`src/rtl/idle_seq_pkg.sv`:
```
package idle_seq_pkg;

  typedef enum logic [2:0] {
    CS_C0  = 3'd0,
    CS_C1  = 3'd1,
    CS_C1E = 3'd2,
    CS_C3  = 3'd3,
    CS_C6  = 3'd4
  } cst_e;

  // Hint code to depth; CS_C0 marks an invalid hint.
  function automatic cst_e hint_to_depth(input logic [2:0] hint);
    case (hint)
      3'd1:    return CS_C1;
      3'd7:    return CS_C1E;
      3'd3:    return CS_C3;
      3'd6:    return CS_C6;
      default: return CS_C0;
    endcase
  endfunction

  function automatic cst_e shallower(input cst_e a, input cst_e b);
    return (a < b) ? a : b;
  endfunction

endpackage

```
`src/rtl/idle_req_merge.sv`:
```
module idle_req_merge
  import idle_seq_pkg::*;
#(
  parameter int NTHR = 2
) (
  input  logic              clk,
  input  logic              rst_n,
  input  logic [NTHR-1:0]   thr_idle,
  input  logic [NTHR*3-1:0] thr_hint,
  output logic              all_idle,
  output cst_e              depth
);
  cst_e            thr_depth [NTHR];
  logic [NTHR-1:0] thr_ok;

  for (genvar t = 0; t < NTHR; t++) begin : g_thr
    assign thr_depth[t] = hint_to_depth(thr_hint[t*3 +: 3]);
    assign thr_ok[t]    = thr_idle[t] && (thr_depth[t] != CS_C0);
  end

  always_comb begin
    depth = CS_C6;
    for (int t = 0; t < NTHR; t++) depth = shallower(depth, thr_depth[t]);
  end

  assign all_idle = &thr_ok;

  assert_merge_depth_R3: assert property (@(posedge clk) disable iff (!rst_n)
    all_idle |-> (depth != CS_C0));
endmodule

```
`src/rtl/idle_settle_timer.sv`:
```
module idle_settle_timer #(
  parameter int SETTLE_CYC = 8
) (
  input  logic clk,
  input  logic rst_n,
  input  logic go,
  output logic done
);
  localparam int CW = $clog2(SETTLE_CYC + 1);
  localparam logic [CW-1:0] LAST = CW'(SETTLE_CYC - 1);
  logic [CW-1:0] cnt_q;

  always_ff @(posedge clk) begin
    if (!rst_n || !go) cnt_q <= '0;
    else if (cnt_q != LAST) cnt_q <= cnt_q + 1'b1;
  end

  assign done = go && (cnt_q == LAST);

  assert_settle_bound_R7: assert property (@(posedge clk) disable iff (!rst_n)
    !go |=> (cnt_q == '0));
endmodule

```
`src/rtl/idle_seq_fsm.sv`:
```
module idle_seq_fsm
  import idle_seq_pkg::*;
(
  input  logic clk,
  input  logic rst_n,
  input  logic all_idle,
  input  cst_e depth,
  input  logic wake,
  input  logic flush_done,
  input  logic save_done,
  input  logic restore_done,
  input  logic settle_done,
  output logic settle_go,
  output logic flush_req,
  output logic save_req,
  output logic restore_req,
  output logic clk_en,
  output logic vdd_en,
  output logic low_freq_req,
  output logic snoop_ok,
  output logic core_run,
  output cst_e cstate,
  output logic busy
);
  typedef enum logic [3:0] {
    S_RUN, S_HALT, S_HALTE, S_FLUSH, S_CSTOP, S_CEXIT,
    S_SAVE, S_POFF, S_PWRUP, S_RESTORE
  } st_e;

  st_e  st_q, st_d;
  logic abort_q;
  logic entry_abort;

  assign entry_abort = abort_q || wake;

  always_comb begin
    st_d = st_q;
    case (st_q)
      S_RUN: if (all_idle && !wake) begin
        case (depth)
          CS_C1:   st_d = S_HALT;
          CS_C1E:  st_d = S_HALTE;
          CS_C3:   st_d = S_FLUSH;
          CS_C6:   st_d = S_SAVE;
          default: st_d = S_RUN;
        endcase
      end
      S_HALT, S_HALTE: if (wake) st_d = S_RUN;
      S_FLUSH:   if (flush_done) st_d = entry_abort ? S_RUN : S_CSTOP;
      S_CSTOP:   if (wake) st_d = S_CEXIT;
      S_CEXIT:   st_d = S_RUN;
      S_SAVE:    if (save_done) st_d = entry_abort ? S_RUN : S_POFF;
      S_POFF:    if (wake) st_d = S_PWRUP;
      S_PWRUP:   if (settle_done) st_d = S_RESTORE;
      S_RESTORE: if (restore_done) st_d = S_RUN;
      default:   st_d = S_RUN;
    endcase
  end

  always_ff @(posedge clk) begin
    if (!rst_n) begin
      st_q    <= S_RUN;
      abort_q <= 1'b0;
    end else begin
      st_q <= st_d;
      if (st_q == S_FLUSH || st_q == S_SAVE) abort_q <= entry_abort;
      else abort_q <= 1'b0;
    end
  end

  always_comb begin
    case (st_q)
      S_HALT:                     cstate = CS_C1;
      S_HALTE:                    cstate = CS_C1E;
      S_CSTOP, S_CEXIT:           cstate = CS_C3;
      S_POFF, S_PWRUP, S_RESTORE: cstate = CS_C6;
      default:                    cstate = CS_C0;
    endcase
  end

  assign clk_en       = !(st_q inside {S_CSTOP, S_POFF, S_PWRUP});
  assign vdd_en       = (st_q != S_POFF);
  assign snoop_ok     = st_q inside {S_RUN, S_HALT, S_HALTE};
  assign core_run     = (st_q == S_RUN);
  assign low_freq_req = (st_q == S_HALTE);
  assign flush_req    = (st_q == S_FLUSH);
  assign save_req     = (st_q == S_SAVE);
  assign restore_req  = (st_q == S_RESTORE);
  assign settle_go    = (st_q == S_PWRUP);
  assign busy         = st_q inside {S_FLUSH, S_CEXIT, S_SAVE, S_PWRUP, S_RESTORE};

  assert_vdd_needs_clk_off_R6: assert property (@(posedge clk) disable iff (!rst_n)
    !vdd_en |-> !clk_en);
  assert_save_before_off_R6: assert property (@(posedge clk) disable iff (!rst_n)
    $fell(vdd_en) |-> $past(save_done));
  assert_no_snoop_clk_off_R5: assert property (@(posedge clk) disable iff (!rst_n)
    !clk_en |-> !snoop_ok);
  assert_flush_before_stop_R5: assert property (@(posedge clk) disable iff (!rst_n)
    ($fell(clk_en) && vdd_en) |-> $past(flush_done));
  assert_restore_powered_R7: assert property (@(posedge clk) disable iff (!rst_n)
    $rose(restore_req) |-> (vdd_en && clk_en && $past(vdd_en)));
  assert_handshake_busy_R10: assert property (@(posedge clk) disable iff (!rst_n)
    (flush_req || save_req || restore_req) |-> busy);
endmodule

```
`src/rtl/core_idle_seq.sv`:
```
module core_idle_seq
  import idle_seq_pkg::*;
#(
  parameter int NTHR       = 2,
  parameter int SETTLE_CYC = 8
) (
  input  logic              clk,
  input  logic              rst_n,
  input  logic [NTHR-1:0]   thr_idle,
  input  logic [NTHR*3-1:0] thr_hint,
  input  logic              wake,
  input  logic              flush_done,
  input  logic              save_done,
  input  logic              restore_done,
  output logic              flush_req,
  output logic              save_req,
  output logic              restore_req,
  output logic              clk_en,
  output logic              vdd_en,
  output logic              low_freq_req,
  output logic              snoop_ok,
  output logic              core_run,
  output logic [2:0]        cstate,
  output logic              busy
);
  logic all_idle, settle_go, settle_done;
  cst_e depth, cst;

  idle_req_merge #(.NTHR(NTHR)) merge_i (
    .clk(clk), .rst_n(rst_n), .thr_idle(thr_idle), .thr_hint(thr_hint),
    .all_idle(all_idle), .depth(depth)
  );

  idle_settle_timer #(.SETTLE_CYC(SETTLE_CYC)) settle_i (
    .clk(clk), .rst_n(rst_n), .go(settle_go), .done(settle_done)
  );

  idle_seq_fsm fsm_i (
    .clk(clk), .rst_n(rst_n), .all_idle(all_idle), .depth(depth), .wake(wake),
    .flush_done(flush_done), .save_done(save_done), .restore_done(restore_done),
    .settle_done(settle_done), .settle_go(settle_go),
    .flush_req(flush_req), .save_req(save_req), .restore_req(restore_req),
    .clk_en(clk_en), .vdd_en(vdd_en), .low_freq_req(low_freq_req),
    .snoop_ok(snoop_ok), .core_run(core_run), .cstate(cst), .busy(busy)
  );

  assign cstate = cst;
endmodule

```
`config.mk`:
```
export PLATFORM = sky130hd
export DESIGN_NAME = core_idle_seq
export DESIGN_NICKNAME = d
export VERILOG_FILES = /design/src/rtl/idle_seq_pkg.sv /design/src/rtl/idle_req_merge.sv /design/src/rtl/idle_settle_timer.sv /design/src/rtl/idle_seq_fsm.sv /design/src/rtl/core_idle_seq.sv
export SDC_FILE = /design/constraint.sdc
export NUM_CORES = 1
export LEC_CHECK = 0
export BUFFER_PORTS_ARGS = -buffer_cell sky130_fd_sc_hd__buf_2
export CAP_MARGIN = 20
export CORE_UTILIZATION = 50
export DETAILED_ROUTE_END_ITERATION = 6
export HOLD_SLACK_MARGIN = 0.08
export PLACE_DENSITY = 0.78
export SYNTH_ARGS = -nofsm -noshare
export SYNTH_HDL_FRONTEND = slang
export SYNTH_SLANG_ARGS = --single-unit
```
`constraint.sdc`:
```
create_clock -name clk -period 1.95 [get_ports clk]
set_input_delay 0 -clock clk [delete_from_list [all_inputs] [get_ports clk]]
set_output_delay 0 -clock clk [all_outputs]
set_load 0.02 [all_outputs]
```
==> results of run 1 <==
-- how the worst max path moves through the flow --
stage                                   startpoint                          to  slack, ps  cells past startpoint
global placement                       thr_hint[5]  fsm_i.st_q[2]$_SDFFE_PN0P_        170                     10
finish              settle_i.cnt_q[0]$_SDFFE_PP0N_  fsm_i.st_q[2]$_SDFFE_PN0P_        130                      7
CTS                 settle_i.cnt_q[0]$_SDFFE_PP0N_  fsm_i.st_q[2]$_SDFFE_PN0P_        150                      7
global route        settle_i.cnt_q[0]$_SDFFE_PP0N_  fsm_i.st_q[2]$_SDFFE_PN0P_          4                      7
detailed placement                     thr_hint[4]  fsm_i.st_q[2]$_SDFFE_PN0P_         90                     10
floorplan                              thr_hint[5]  fsm_i.st_q[2]$_SDFFE_PN0P_        340                      9
-- state kept, by name, summed over array words and instances (netlist names) --
name / count
fsm_i.st_q: 4
settle_i.cnt_q: 4
fsm_i.abort_q: 1
-- area by class of cell --
class / count / area, sq um
Multi-Input combinational cell: 101 / 623.1
Fill cell: 136 / 518.0
Sequential cell: 9 / 180.2
Timing Repair Buffer: 30 / 165.2
Clock buffer: 4 / 26.28
Inverter: 7 / 26.28
Tap cell: 16 / 20.02
-- worst min-delay path: stages --
cell and delay (ps):
buf_2 80, nand2_1 50, o2111ai_1 130, a21boi_0 90
-- where the power goes --
group / internal [uW] / switching [uW]
Sequential: 185 / 0.995
Clock: 79.1 / 69.2
Combinational: 37.0 / 48.1
-- logic make-up (layout without fill, tap and decap cells) --
| kind of cell | after synthesis | in the layout | synth area share [%] |
|---|---|---|---|
| and+or+nand+nor | 58 | 58 | 33.43 |
| AOI/OAI and AO/OA | 31 | 31 | 24.42 |
| buffers and inverters | 14 | 41 | 6.687 |
| DFF | 9 | 9 | 20.93 |
| adders and majority gates | 4 | 4 | 5.814 |
| xor gates and xnor gates | 4 | 4 | 4.071 |
| muxes | 4 | 4 | 4.651 |
-- timing repair --
item,4_1_cts,5_1_grt
resized for setup,0,0
hold endpoints to repair,5,0
hold buffers,1,0
setup endpoints to repair,0,0
-- per-stage QoR --
stage                     instances  cell area, sq um  setup slack, ps  util [%]  hold WS (ps)
after floorplan                 124             860.8            344.2         -         146.9
after global placement          162              1005            169.9     64.45         323.2
after detailed placement        162              1005            90.49     64.45         330.3
after CTS                       167              1041            147.0     66.77         121.5
after global routing            167              1041            3.588     66.77         126.7
final                           167              1041            131.7     66.77         127.6
-- cell usage in the layout, fill, tap and decap left out, types with 2 or more instances in the layout --
master and n:
nor2_1 20, nand2_1 16, ha_1 4, mux2i_1 4
dfxtp_1 9, a21oi_1 7, and2_1 2, nor3_1 3
nand3b_1 2, buf_4 4, inv_1 7, clkbuf_4 3
buf_2 25, nand3_1 5, o21ai_0 10, o22ai_1 3
a211oi_1 2, xnor2_1 3, nor3b_1 2
-- layer usage --
layer	vias to the layer above	wire length [um]	GRT usage (%)
met4	0	52	9.375
met5	-	0	0
li1	483	-	-
met3	6	86	5.417
met2	33	949	38.79
met1	428	931	29.67
==> results.py, run 1 <==
metrics = {
    "status": {
        "outcome": "finished clean",
    },
    "timing": {
        "fmaxAchievable_mhz": 550.0,
        "worstMarginPinSlew_ps": 300.2,
        "period_needed_ps": 1818,
        "setup_tns_ps": 0,
        "rsz0062_at_grt": "no",
        "fin_crit_sh_pct": 93.25,
        "slew_headroom_pct": 79.85,
        "finalHoldViolations": 0,
        "slew_violations": 0,
        "setup_viol": 0,
        "skew_ps": 3.649,
    },
    "synthesis": {
        "synth_edf_count": 0,
        "synth_cell_types": 37,
        "synthFlopType": "dfxtp_1",
        "netlist_area_sq_um": 860.8,
        "synth_seq_cells": 9,
        "syn_area_per_cell_sq_um": 6.942,
        "synth_top_area_cell": "dfxtp_1",
        "synthesis.nets": 142,
        "yosysSeqAreaShare_pct": 20.93,
        "syn_inst": 124,
        "synth.top_cell.area_share_pct": 20.93,
        "synth_area_leaders": "dfxtp_1 21%, nor2_1 8.7%, nand2_1 7.0%",
        "async_reset_ff_share_pct": 0,
        "ys_top_cells_by_count": "20 x nor2_1, 16 x nand2_1, 10 x o21ai_0, 9 x dfxtp_1",
        "yosys_warnings": 0,
        "yosysMostFrequentCell": "nor2_1",
    },
    "critical_path": {
        "slowest_delay_ps": 370,
        "crit_slowest_cell": "dfxtp_1",
        "cp-start-kind": "flop",
        "path_max_fanout": 5,
        "r2r_slack_ps": 130,
        "worstPathCellList": "ha_1 -> nand3b_1 -> o2111ai_1 -> o21ai_1 -> a21oi_2 -> nand4_2 -> o22ai_1",
        "cp_num_buf_inv": 0,
        "worstRegToRegCells": 7,
        "cp_top_family": "compound AO/OA/AOI/OAI gates",
        "r2r-end": "fsm_i.st_q[2]$_SDFFE_PN0P_",
        "cp-end-kind": "flop",
        "rr_startpoint": "settle_i.cnt_q[0]$_SDFFE_PP0N_",
        "setup.worst_path.class": "flop to flop",
        "critical_path_arrival_ps": 2010,
        "crit_required_ps": 2140,
    },
    "placed_design": {
        "hpwl_um": 1606,
        "numPortBuffers": 25,
        "place.gp.congestion": 0.8631,
    },
    "pwr": {
        "power.density_mw_per_mm2": 402.5,
        "ir_drop_v": 0.0002858,
        "leakagePower_uw": 0.0004740,
        "power_uw": 419.0,
    },
    "global_route": {
        "grt.total_usage_pct": 23.53,
        "gr-total-overflow": 0,
        "grt_pass1_vias": 839,
        "antenna_found_initial": 0,
        "grt_first_pass_wirelength_um": 3408,
        "grt_start_max_net_pins": 16,
    },
    "hold_path": {
        "hp-class": "input port to flop",
        "hold_end": "fsm_i.st_q[3]$_SDFFE_PN0P_",
        "min-delay-start": "restore_done",
        "hold_depth": 4,
    },
    "clock_network": {
        "clock_latency_ps": 260,
        "clk_path_buf_depth": 2,
        "cts_setup_buffers": 0,
        "cts_inserted_buffers": 3,
        "cts_root_buffer": "clkbuf_4",
        "cts_max_level": 1,
        "clock-sinks": 9,
        "cts_tree": "done",
        "clkTransAtPathRegs_ps": 60,
    },
    "routing": {
        "ant_nets": 0,
        "vias_per_cell": 5.689,
        "detail_route.wl_per_cell_um": 12.10,
        "first_pass_iters": 4,
        "drc": 0,
        "drt_iter0_markers": 25,
        "routed-via-count": 950,
        "wl_um": 2020,
    },
    "die": {
        "num_io_pins": 26,
        "core_sq_mm": 0.001559,
        "die_width_um": 43.49,
        "num_rows": 14,
        "dieHeight_um": 43.49,
        "dieArea_sq_mm": 0.001891,
        "start_util_pct": 55.22,
    },
    "layout": {
        "drive_gt1_share_pct": 25.83,
        "nets": 170,
        "syn_to_final_growth_pct": 20.93,
        "n_antenna_cell": 0,
    },
    "job": {
        "maxCapViolCount": 0,
    },
}
Power figures use the tool's default switching activity.
==> run 2: changes to the inputs <==
--- a/config.mk
+++ b/config.mk
@@ -7,5 +7,4 @@
 export LEC_CHECK = 0
 export BUFFER_PORTS_ARGS = -buffer_cell sky130_fd_sc_hd__buf_2
-export CAP_MARGIN = 20
 export CORE_UTILIZATION = 50
 export DETAILED_ROUTE_END_ITERATION = 6
==> constraint.sdc (replaced) <==
create_clock -name clk -period 1.95 [get_ports clk]
set_input_delay 0 -clock clk [delete_from_list [all_inputs] [get_ports clk]]
set_output_delay 0 -clock clk [all_outputs]
set_load 0.05 [all_outputs]
==> run 2 against run 1 <==
Against the previous run: sequential power about the same; power increased by 0.98%; maximum frequency increased by 1.3%; register-to-register slack improved by 20 ps; critical endpoint unchanged; largest power group unchanged.
==> results.py, run 2 (synthesized netlist as in run 1, its figures left out) <==
metrics = {
    "die": {
        "num_io_pins": 26,
        "dieArea_sq_mm": 0.001891,
        "core_sq_mm": 0.001559,
        "start_util_pct": 55.22,
        "num_rows": 14,
        "dieHeight_um": 43.49,
        "die_width_um": 43.49,
    },
    "routing": {
        "vias_per_cell": 5.681,
        "drt_iter0_markers": 14,
        "first_pass_iters": 4,
        "routed-via-count": 943,
        "wl_um": 1995,
        "ant_nets": 0,
        "detail_route.wl_per_cell_um": 12.02,
        "drc": 0,
    },
    "timing": {
        "fin_crit_sh_pct": 92.01,
        "setup_tns_ps": 0,
        "slew_headroom_pct": 66.80,
        "period_needed_ps": 1794,
        "skew_ps": 1.111,
        "finalHoldViolations": 0,
        "fmaxAchievable_mhz": 557.3,
        "slew_violations": 0,
        "worstMarginPinSlew_ps": 497.3,
        "setup_viol": 0,
        "rsz0062_at_grt": "no",
    },
    "critical_path": {
        "crit_required_ps": 2140,
        "cp-end-kind": "flop",
        "r2r_slack_ps": 160,
        "rr_startpoint": "settle_i.cnt_q[0]$_SDFFE_PP0N_",
        "cp-start-kind": "flop",
        "critical_path_arrival_ps": 1990,
        "path_max_fanout": 5,
        "setup.worst_path.class": "flop to flop",
        "worstRegToRegCells": 7,
        "r2r-end": "fsm_i.st_q[2]$_SDFFE_PN0P_",
    },
    "pwr": {
        "leakagePower_uw": 0.0004717,
        "p_comb_share_pct": 21.1,
        "ir_drop_v": 0.0003795,
        "power.density_mw_per_mm2": 404.5,
        "p_int_uw": 300.7,
        "p_clk_share_pct": 34.8,
        "p_switching_uw": 122.4,
        "pwr-share-seq_pct": 44.1,
        "power_uw": 423.1,
        "switching_share_pct": 28.93,
    },
    "hold_path": {
        "hold_end": "fsm_i.st_q[3]$_SDFFE_PN0P_",
        "hold_depth": 4,
        "hp-class": "input port to flop",
        "min-delay-start": "restore_done",
    },
    "clock_network": {
        "cts_inserted_buffers": 3,
        "cts_setup_buffers": 0,
        "cts_max_level": 1,
        "cts_root_buffer": "clkbuf_4",
        "cts_tree": "done",
        "clock_latency_ps": 260,
        "clock-sinks": 9,
        "clk_path_buf_depth": 2,
        "clkTransAtPathRegs_ps": 60,
    },
    "layout": {
        "top_regs": "fsm_i.st_q: 4 flops, settle_i.cnt_q: 4 flops, fsm_i.abort_q: 1 flops",
        "nets": 169,
        "n_antenna_cell": 0,
        "drive_gt1_share_pct": 26.67,
        "final_area_sq_mm": 0.001046,
        "final_cell_mix": "25 x buf_2, 20 x nor2_1, 16 x nand2_1",
        "layout_commonest_cell": "buf_2",
        "syn_to_final_growth_pct": 21.51,
    },
    "status": {
        "outcome": "finished clean",
    },
    "global_route": {
        "grt_pass1_vias": 829,
        "gr-total-overflow": 0,
        "grt_start_max_net_pins": 14,
        "antenna_found_initial": 0,
        "grt.total_usage_pct": 23.06,
        "grt_first_pass_wirelength_um": 3305,
    },
    "job": {
        "maxCapViolCount": 0,
    },
    "placed_design": {
        "numPortBuffers": 25,
        "place.gp.congestion": 0.8573,
        "placed_cell_area_sq_mm": 0.001003,
        "hpwl_um": 1562,
    },
}
==> run 2: per-layer routing <==
metal,global-route usage (%),vias up,share of wire [%]
li1,-,485,-
met1,25.95,434,46
met2,40.30,24,51
met3,7.083,0,3.5
met4,9.375,0,0
met5,0,-,0
==> run 2: worst max path at each step <==
stage | start | endpoint | slack (ps) | cells after the start
finish | settle_i.cnt_q[0]$_SDFFE_PP0N_ | fsm_i.st_q[2]$_SDFFE_PN0P_ | 160 | 7
floorplan | fsm_i.st_q[0]$_SDFFE_PN0P_ | snoop_ok | 90 | 3
CTS | settle_i.cnt_q[0]$_SDFFE_PP0N_ | fsm_i.st_q[2]$_SDFFE_PN0P_ | 110 | 7
detailed placement | thr_hint[4] | fsm_i.st_q[2]$_SDFFE_PN0P_ | 70 | 10
global placement | thr_hint[5] | fsm_i.st_q[2]$_SDFFE_PN0P_ | 160 | 10
global route | settle_i.cnt_q[0]$_SDFFE_PP0N_ | fsm_i.st_q[3]$_SDFFE_PN0P_ | 50 | 7
==> run 2: stage by stage <==
stage                     utilization, %  hold WS [ps]  setup slack [ps]  cells
after floorplan                        -         146.9             90.96    124
after global placement             64.37         326.5             158.8    161
after detailed placement           64.37         338.3             69.67    161
after CTS                          66.69         130.7             107.9    166
after global routing               67.09         92.78             49.91    166
final                              67.09         86.42             155.7    166
==> run 2: power by group through the flow <==
stage / sequential [uW] / combinational [uW] / clock [uW]
after global placement: 191 / 84.1 / 0
after CTS: 187 / 88.7 / 150
after global routing: 187 / 97.5 / 168
after floorplan: 189 / 56.8 / 0
final: 187 / 89.1 / 147
after detailed placement: 191 / 86.6 / 0
==> run 2: cell type report <==
cell class,instances,area (sq um)
flip-flops and latches,9,180.2
multi-input cells,101,635.6
well taps,16,20.02
fillers,149,513.0
repair buffers,29,157.7
inverters,7,26.28
clock buffers,4,26.28
==> run 2: timing repair <==
action,in CTS,in global routing
resized for setup,0,1
hold buffers,1,0
endpoints found under the setup margin,0,1
endpoints found under the hold margin,5,0
==> run 2: worst max-delay path, stage by stage (launching register included) <==
cell and delay [ps]:
dfxtp_1 370, ha_1 220, nand3b_1 180, o2111ai_2 240
o21ai_1 110, a21oi_2 240, nand4_2 170, o22ai_1 180
==> run 3: changes to the inputs <==
Clock period 1.95 ns to 2.1 ns, I/O delays scaled along.
==> run 3 against run 2 <==
Against the previous run: the run now ends with DRC left; clock power about the same; die area unchanged; global-route usage increased by 1.6 points; cell area is 0.60% lower; worst hold slack improved by 11 ps; cell count did not move; critical endpoint is now fsm_i.st_q[0]$_SDFFE_PN0P_.
==> results.py, run 3 (synthesized netlist as in run 1, its figures left out) <==
metrics = {
    "status": {
        "outcome": "finished, violations left",
        "violations": "DRC",
    },
    "timing": {
        "slew_headroom_pct": 63.99,
        "setup_viol": 0,
        "holdWs_ps": 97.86,
        "fmaxAchievable_mhz": 554.7,
        "fin_crit_sh_pct": 85.85,
        "skew_ps": 12.09,
        "worstMarginPinSlew_ps": 539.4,
        "finalHoldViolations": 0,
        "slew_violations": 0,
        "rsz0062_at_grt": "no",
        "period_needed_ps": 1803,
        "setup_tns_ps": 0,
    },
    "pwr": {
        "p_comb_share_pct": 20.4,
        "p_int_uw": 278.7,
        "leakagePower_uw": 0.0004710,
        "ir_drop_v": 0.0001812,
        "p_clk_share_pct": 36.4,
        "power.density_mw_per_mm2": 386.5,
        "p_switching_uw": 123.2,
        "pwr-share-seq_pct": 43.2,
        "switching_share_pct": 30.65,
    },
    "layout": {
        "final_cell_mix": "25 x buf_2, 20 x nor2_1, 16 x nand2_1",
        "final_cells": 166,
        "n_antenna_cell": 0,
        "nets": 169,
        "register_area_sq_um": 180.2,
        "multiInputGateArea_sq_um": 629.4,
        "drive_gt1_share_pct": 26.00,
        "top_regs": "fsm_i.st_q: 4 flops, settle_i.cnt_q: 4 flops, fsm_i.abort_q: 1 flops",
        "nFillCells": 141,
        "layout_commonest_cell": "buf_2",
        "syn_to_final_growth_pct": 20.79,
        "utilization_pct": 66.69,
        "final_area_sq_mm": 0.001040,
    },
    "clock_network": {
        "cts_tree": "done",
        "clkTransAtPathRegs_ps": 80,
        "clock-sinks": 9,
        "clk_path_buf_depth": 2,
        "cts_root_buffer": "clkbuf_4",
        "cts_setup_buffers": 0,
        "cts_inserted_buffers": 3,
        "clock_latency_ps": 270,
        "cts_max_level": 1,
    },
    "global_route": {
        "grt_first_pass_wirelength_um": 3505,
        "grt.total_usage_pct": 24.61,
        "antenna_found_initial": 0,
        "gr-total-overflow": 0,
        "grt_start_max_net_pins": 17,
        "grt_pass1_vias": 790,
    },
    "routing": {
        "ant_nets": 0,
        "first_pass_iters": 6,
        "drt_iter0_markers": 38,
        "routed-via-count": 943,
        "drc": 3,
        "wl_um": 2054,
        "vias_per_cell": 5.681,
        "detail_route.wl_per_cell_um": 12.37,
    },
    "critical_path": {
        "critical_path_arrival_ps": 1990,
        "worstRegToRegCells": 7,
        "cp-start-kind": "flop",
        "setup.worst_path.class": "flop to flop",
        "path_max_fanout": 5,
        "cp-end-kind": "flop",
        "r2r_slack_ps": 300,
        "r2r-end": "fsm_i.st_q[0]$_SDFFE_PN0P_",
        "rr_startpoint": "settle_i.cnt_q[0]$_SDFFE_PP0N_",
        "crit_required_ps": 2290,
    },
    "placed_design": {
        "placed_cell_area_sq_mm": 0.001003,
        "numPortBuffers": 25,
        "hpwl_um": 1585,
        "place.gp.congestion": 0.8947,
        "dp_cells": 161,
    },
    "hold_path": {
        "hp-class": "input port to flop",
        "min-delay-start": "restore_done",
        "hold_depth": 4,
        "hold_end": "fsm_i.st_q[3]$_SDFFE_PN0P_",
    },
    "die": {
        "num_rows": 14,
        "start_util_pct": 55.22,
        "dieHeight_um": 43.49,
        "dieArea_sq_mm": 0.001891,
        "core_sq_mm": 0.001559,
        "num_io_pins": 26,
        "die_width_um": 43.49,
    },
    "job": {
        "maxCapViolCount": 0,
    },
}
==> run 3: changes by cell type in the layout (fill, tap and decap cells not counted) <==
cell	before	now
o2111ai_1	0	1
o2111ai_2	1	0
o21ai_0	9	10
o21ai_1	2	1
==> run 3: timing repair <==
action / 4_1_cts / 5_1_grt
resized for setup: 0 / 0
endpoints found under the hold margin: 5 / 0
hold buffers: 1 / 0
==> run 3: worst max path at each step <==
stage | start | end | slack (ps) | depth (start not counted)
after global routing | settle_i.cnt_q[0]$_SDFFE_PP0N_ | fsm_i.st_q[0]$_SDFFE_PN0P_ | 140 | 7
after detailed placement | thr_hint[5] | fsm_i.st_q[2]$_SDFFE_PN0P_ | 230 | 10
after CTS | settle_i.cnt_q[0]$_SDFFE_PP0N_ | fsm_i.st_q[0]$_SDFFE_PN0P_ | 330 | 7
final | settle_i.cnt_q[0]$_SDFFE_PP0N_ | fsm_i.st_q[0]$_SDFFE_PN0P_ | 300 | 7
after floorplan | fsm_i.st_q[0]$_SDFFE_PN0P_ | busy | 70 | 6
after global placement | thr_hint[5] | fsm_i.st_q[2]$_SDFFE_PN0P_ | 320 | 10
==> run 3: power groups by stage <==
stage / Clock, uW / Combinational (uW) / Sequential (uW)
after floorplan: 0 / 52.7 / 175
after global placement: 0 / 76.8 / 177
after detailed placement: 0 / 80.1 / 177
after CTS: 145 / 81.8 / 174
after global routing: 156 / 91.4 / 174
final: 146 / 82.2 / 174
==> run 3: metal layers <==
metal,global-route usage (%),part of all wire (%)
met5,0,0
met3,2.500,4.6
met2,41.21,48
met4,9.375,2.1
met1,32.65,45
==> run 3: through the flow <==
step,setup slack [ps],power [uW]
2_1_floorplan,72.84,228.1
3_3_place_gp,319.7,254.3
3_5_place_dp,232.5,257.5
4_1_cts,330.5,399.9
5_1_grt,136.2,421.0
6_report,297.3,401.9
==> run 3: layout make-up <==
class,count,share of cell area (%)
Tap cell,16,1.925
Sequential cell,9,17.33
Clock buffer,4,2.527
Inverter,7,2.527
Timing Repair Buffer,29,15.16
Multi-Input combinational cell,101,60.53
==> run 3: worst max-delay path, stage by stage, from the launching register on <==
cell,delay [ps]
dfxtp_1,360
ha_1,220
nand3b_1,170
o2111ai_1,260
o21ai_1,120
a21oi_2,240
nand4_2,170
o22ai_1,180
